[src/rtl/txhold_ctrl.sv]
module txhold_ctrl #(
  parameter int DATA_W = 8
) (
  input  logic              clk,
  input  logic              rst_n,
  input  logic              tx_en,
  input  logic              wr_en,
  input  logic [DATA_W-1:0] wr_data,
  output logic              tx_ready,
  input  logic              sh_idle,
  output logic              sh_load,
  output logic [DATA_W-1:0] sh_data
);

  logic              held;
  logic [DATA_W-1:0] hold_q;

  assign tx_ready = tx_en & ~held;
  assign sh_load  = tx_en & held & sh_idle;
  assign sh_data  = hold_q;

  always_ff @(posedge clk) begin
    if (!rst_n) begin
      held <= 1'b0;
    end else if (!tx_en || sh_load) begin
      held <= 1'b0;
    end else if (wr_en && !held) begin
      held <= 1'b1;
    end
  end

  always_ff @(posedge clk) begin
    if (!rst_n) begin
      hold_q <= '0;
    end else if (tx_en && wr_en && !held) begin
      hold_q <= wr_data;
    end
  end

endmodule


[config.mk]
export PLATFORM = sky130hd
export DESIGN_NAME = txhold_ctrl
export DESIGN_NICKNAME = d
export VERILOG_FILES = /design/src/rtl/txhold_ctrl.sv
export SDC_FILE = /design/constraint.sdc
export NUM_CORES = 1
export LEC_CHECK = 0
export ABC_AREA = 1
export CORE_AREA = 2 2 39 41
export CTS_CLUSTER_SIZE = 28
export DETAILED_ROUTE_END_ITERATION = 8
export DIE_AREA = 0 0 41 43
export GPL_TIMING_DRIVEN = 0
export PLACE_DENSITY = 0.62
export SLEW_MARGIN = 20
export SYNTH_ARGS = -nofsm -noshare
export SYNTH_HDL_FRONTEND = slang
export SYNTH_SLANG_ARGS = --single-unit
[constraint.sdc]
create_clock -name clk -period 1.4 [get_ports clk]
set_input_delay 0.28 -clock clk [delete_from_list [all_inputs] [get_ports clk]]
set_output_delay 0.28 -clock clk [all_outputs]
set_load 0.02 [all_outputs]
# Word level (Yosys, flattened, before mapping)
# Index checks and enable logic that the tools add are counted.
dict set report word_totals {
  output_inout_bits 10
  regBits 9
}
dict set report op_classes {
  reduce_logical 7
  bitwise 5
}
# cell count
set op_table {}
lappend op_table {{bitwise AND 1 bit} 3}
lappend op_table {{logical AND 1 bit} 3}
lappend op_table {{zero test 1 bit} 2}
lappend op_table {{inverter 1 bit} 2}
lappend op_table {{OR reduction 2 bit} 1}
lappend op_table {{logical OR 1 bit} 1}

# Depth between registers and ports, before layout
dict set report depth {
  word_depth 4
  depth_mapped 6
  ltp_nobuf 5
}

# Worst setup path before layout
# OpenSTA, ideal clock, no wires.
dict set report synth_path {
  path_kind {reg2out}
  start {reg held}
  end {out tx_ready}
  arrival_time_ps 612
  path_slack_ps 508
  path_stages_with_launch 2
  path_cell_list {dfxtp_1 nor2_1}
}
dict set report synth_between {
  elab_chain_cells 2
}
# element line_no
set synth_rtl {}
lappend synth_rtl {{start: declaration} 15} ;# logic held;
lappend synth_rtl {{start signal: assignment} 24} ;# held <= 1'b0;
lappend synth_rtl {{start signal: assignment} 26} ;# held <= 1'b0;
lappend synth_rtl {{start signal: assignment} 28} ;# held <= 1'b1;
lappend synth_rtl {{inverter 1 bit} 18} ;# assign tx_ready = tx_en & ~held;
lappend synth_rtl {{bitwise AND 1 bit} 18}
lappend synth_rtl {{end: declaration} 9} ;# output logic tx_ready,
# No other way between the ends.

# Final worst setup path
dict set report layout_path {
  start {in sh_idle}
  end {out sh_load}
}
dict set report layout_between {
  elab_chain_cells 1
}
# element line_no
set layout_rtl {}
lappend layout_rtl {{start: declaration} 10} ;# input logic sh_idle,
lappend layout_rtl {{bitwise AND 1 bit} 19} ;# assign sh_load = tx_en & held & sh_idle;
lappend layout_rtl {{end: declaration} 11} ;# output logic sh_load,
# No other way between the ends.

==> out/results.tsv <==
stage	metric	value	unit
grt	largest net degree at the start of global routing	11	
finish	Reg area	180	um^2
worst_setup_path	RR Startpoint	held	
cts	CTS root buf	clkbuf_4	
cts	CTS tree	done	
worst_setup_path	Crit. Startpoint	sh_idle	
cts	clock slew at reported path FFs	0.06	ns
timing	Setup Skew	0.00578	ns
timing	final hold violations	0	
timing	Slew @ Worst Pin	0.216	ns
cts	Post-CTS Hold Fix Bufs	0	
worst_setup_path	CP max stage delay	0.46	ns
floorplan	Core ar.	1380	um^2
timing	Fmax	0.756	GHz
worst_setup_path	reg-to-reg endpoint	sh_data[7]	
timing	RSZ-0062 raised after global routing	no	
worst_setup_path	Cell Chain, Critical Path	clkdlybuf4s50_1 -> nand3_1 -> inv_1 -> buf_2	
worst_setup_path	R2R Setup Slk	0.45	ns
timing	Tcrit/Tclk final	0.945	
timing	minimum clock period	1.32	ns
flow_run	max cap viols	0	
grt	grt ovf	0	
synthesis	Seq/Total Area, Yosys	0.446	
power	Int Power	450	uW
finish	share of layout cells above drive strength 1	0.118	
power	P_leak	0.000355	uW
power	switch share	0.266	
power	Pwr Density	951	nW/um^2
floorplan	Starting Density	0.292	
cts	post-CTS setup buffers	0	
grt	first-pass GRT wire length	1320	um
worst_setup_path	WP data required	1.12	ns
synthesis	Yosys reg bits	9	
synthesis	Synth Net Count	73	
cts	Num CTS Buffers	3	
cts	Clock H-tree levels	1	
placement	port buffer count	21	
grt	initial antenna violation count	0	
cts	# resized after CTS	16	
worst_setup_path	critical path's slowest cell	clkdlybuf4s50_1	
floorplan	row count	14	
worst_setup_path	Max FO, Critical Path	2	
finish	Final #Nets	99	
power	Clock power frac	0.319	
synthesis	yosys warns	0	
floorplan	Die Area	1760	um^2
synthesis	Synth Cell Area	404	um^2
worst_setup_path	WP data arrival	1.04	ns
worst_setup_path	Setup crit start kind	primary input	
synthesis	Post-Syn Instances	60	
timing	# setup viols final	0	
min_path	class of the worst hold path	primary input to register	
floorplan	# IOs	23	
floorplan	die span in x	41	um
finish	P&R area growth vs syn	59.8	%
routing	drt total wl	840	um
routing	DRC	0	
worst_setup_path	CP Class	primary input to output pin	
worst_setup_path	worst setup path end	sh_load	
routing	Post-DRT Antenna Nets	0	
finish	number of diodes	0	
cts	Clk Latency, worst-skew pair	0.25	ns
grt	vias in the first global route	322	
power	Worst VDD drop	0.333	mV
placement	RePlAce Congestion	0.566	
timing	Slew HR	0.856	
timing	WHS	0.304	ns
power	P_sw	164	uW
routing	WL/cell	8.32	um
cts	Bufs on Longest Clock Path	2	
power	combinational share of power	0.222	
worst_setup_path	cell count of the worst reg-to-reg path	5	
placement	Detailed Place HPWL	631	um
routing	DR vias/cell	3.94	
run_status	status	completed	
routing	Pre-antenna DRT Iters	3	
timing	setup TNS	0	ns
worst_setup_path	crit path capture type	output pin	
cts	clk sinks	9	
synthesis	Avg Inst Size Synth	6.74	um^2
finish	footprint of the multi-input gates	164	um^2
routing	vias	398	
floorplan	Die H	43	um
synthesis	Synth cell types	9	
timing	Slew Viols, Final	0	
routing	First DRT Iteration DRCs	4	
finish	fill count	153	
grt	GRT Overall Usage	0.114	
power	Reg power frac	0.459	
## cells in the final DEF, fill, tap and decap left out, types with 2 or more instances in the layout
master	Yosys	layout
nor2_1	19	19
nand2_2	2	2
nand2_1	14	14
nand3_1	2	2
inv_1	11	11
clkdlybuf4s50_1	0	10
dfxtp_1	9	9
dlygate4sd2_1	0	9
clkbuf_4	0	3
## worst min path at each step
stage	slack [ns]	end	cells after the start	startpoint
after floorplan	0.41	held	2	wr_en
after global placement	0.50	sh_data[6]	4	sh_data[6]
after detailed placement	0.51	sh_data[4]	4	sh_data[4]
after CTS	0.30	sh_data[2]	3	rst_n
after global routing	0.31	sh_data[2]	3	rst_n
final	0.30	sh_data[2]	3	rst_n
## layer usage
layer  track usage  routed length (um)  up-vias
met3        0.0366                 103        0
met1         0.149                 406      161
li1              -                   -      222
met4        0.0800                   0        0
met5             0                   0        -
met2         0.150                 330       15
## synthesized netlist by cell type (all sizes together)
cell type	count	area, um^2
dfxtp	9	180
nand2	16	65.1
buf	2	18.8
inv	11	41.3
nand3	3	27.5
nor2	19	71.3
## cells by family after synthesis
logic type    after synthesis  synth area share
buf+inv                    13             0.149
flops                       9             0.446
simple gates               38             0.406
## per-stage QoR
step,power (uW),utilization,setup slack (ns),std cells,cell area [um^2]
after floorplan,362,-,0.508,60,404
after global routing,657,0.467,0.0480,101,646
final,614,0.467,0.0764,101,646
after global placement,438,0.458,-0.496,97,634
after CTS,633,0.467,0.0707,101,646
after detailed placement,440,0.458,-0.502,97,634
## state kept, by name, indices dropped and copies added, names as in the netlist
signal,cells
held,1
sh_data,8
## area by class of cell
type,instances,area share
repair buffers,21,0.302
flip-flops and latches,9,0.279
multi-input cells,38,0.254
inverters,11,0.0640
clock buffers,4,0.0407
well taps,16,0.0310
plain buffers,2,0.0291
## power groups by stage
stage | Clock, uW | Combinational (uW) | Sequential [uW]
floorplan | 0 | 53.5 | 308
global placement | 0 | 150 | 288
detailed placement | 0 | 151 | 288
CTS | 212 | 139 | 282
global route | 221 | 152 | 284
finish | 196 | 136 | 282
## critical path, delay by kind of cell
kind,cells,cell delay (ns)
buffers and inverters,3,0.67
AND/OR/NAND/NOR,1,0.09
No activity file was read; power rests on OpenSTA's default activity.
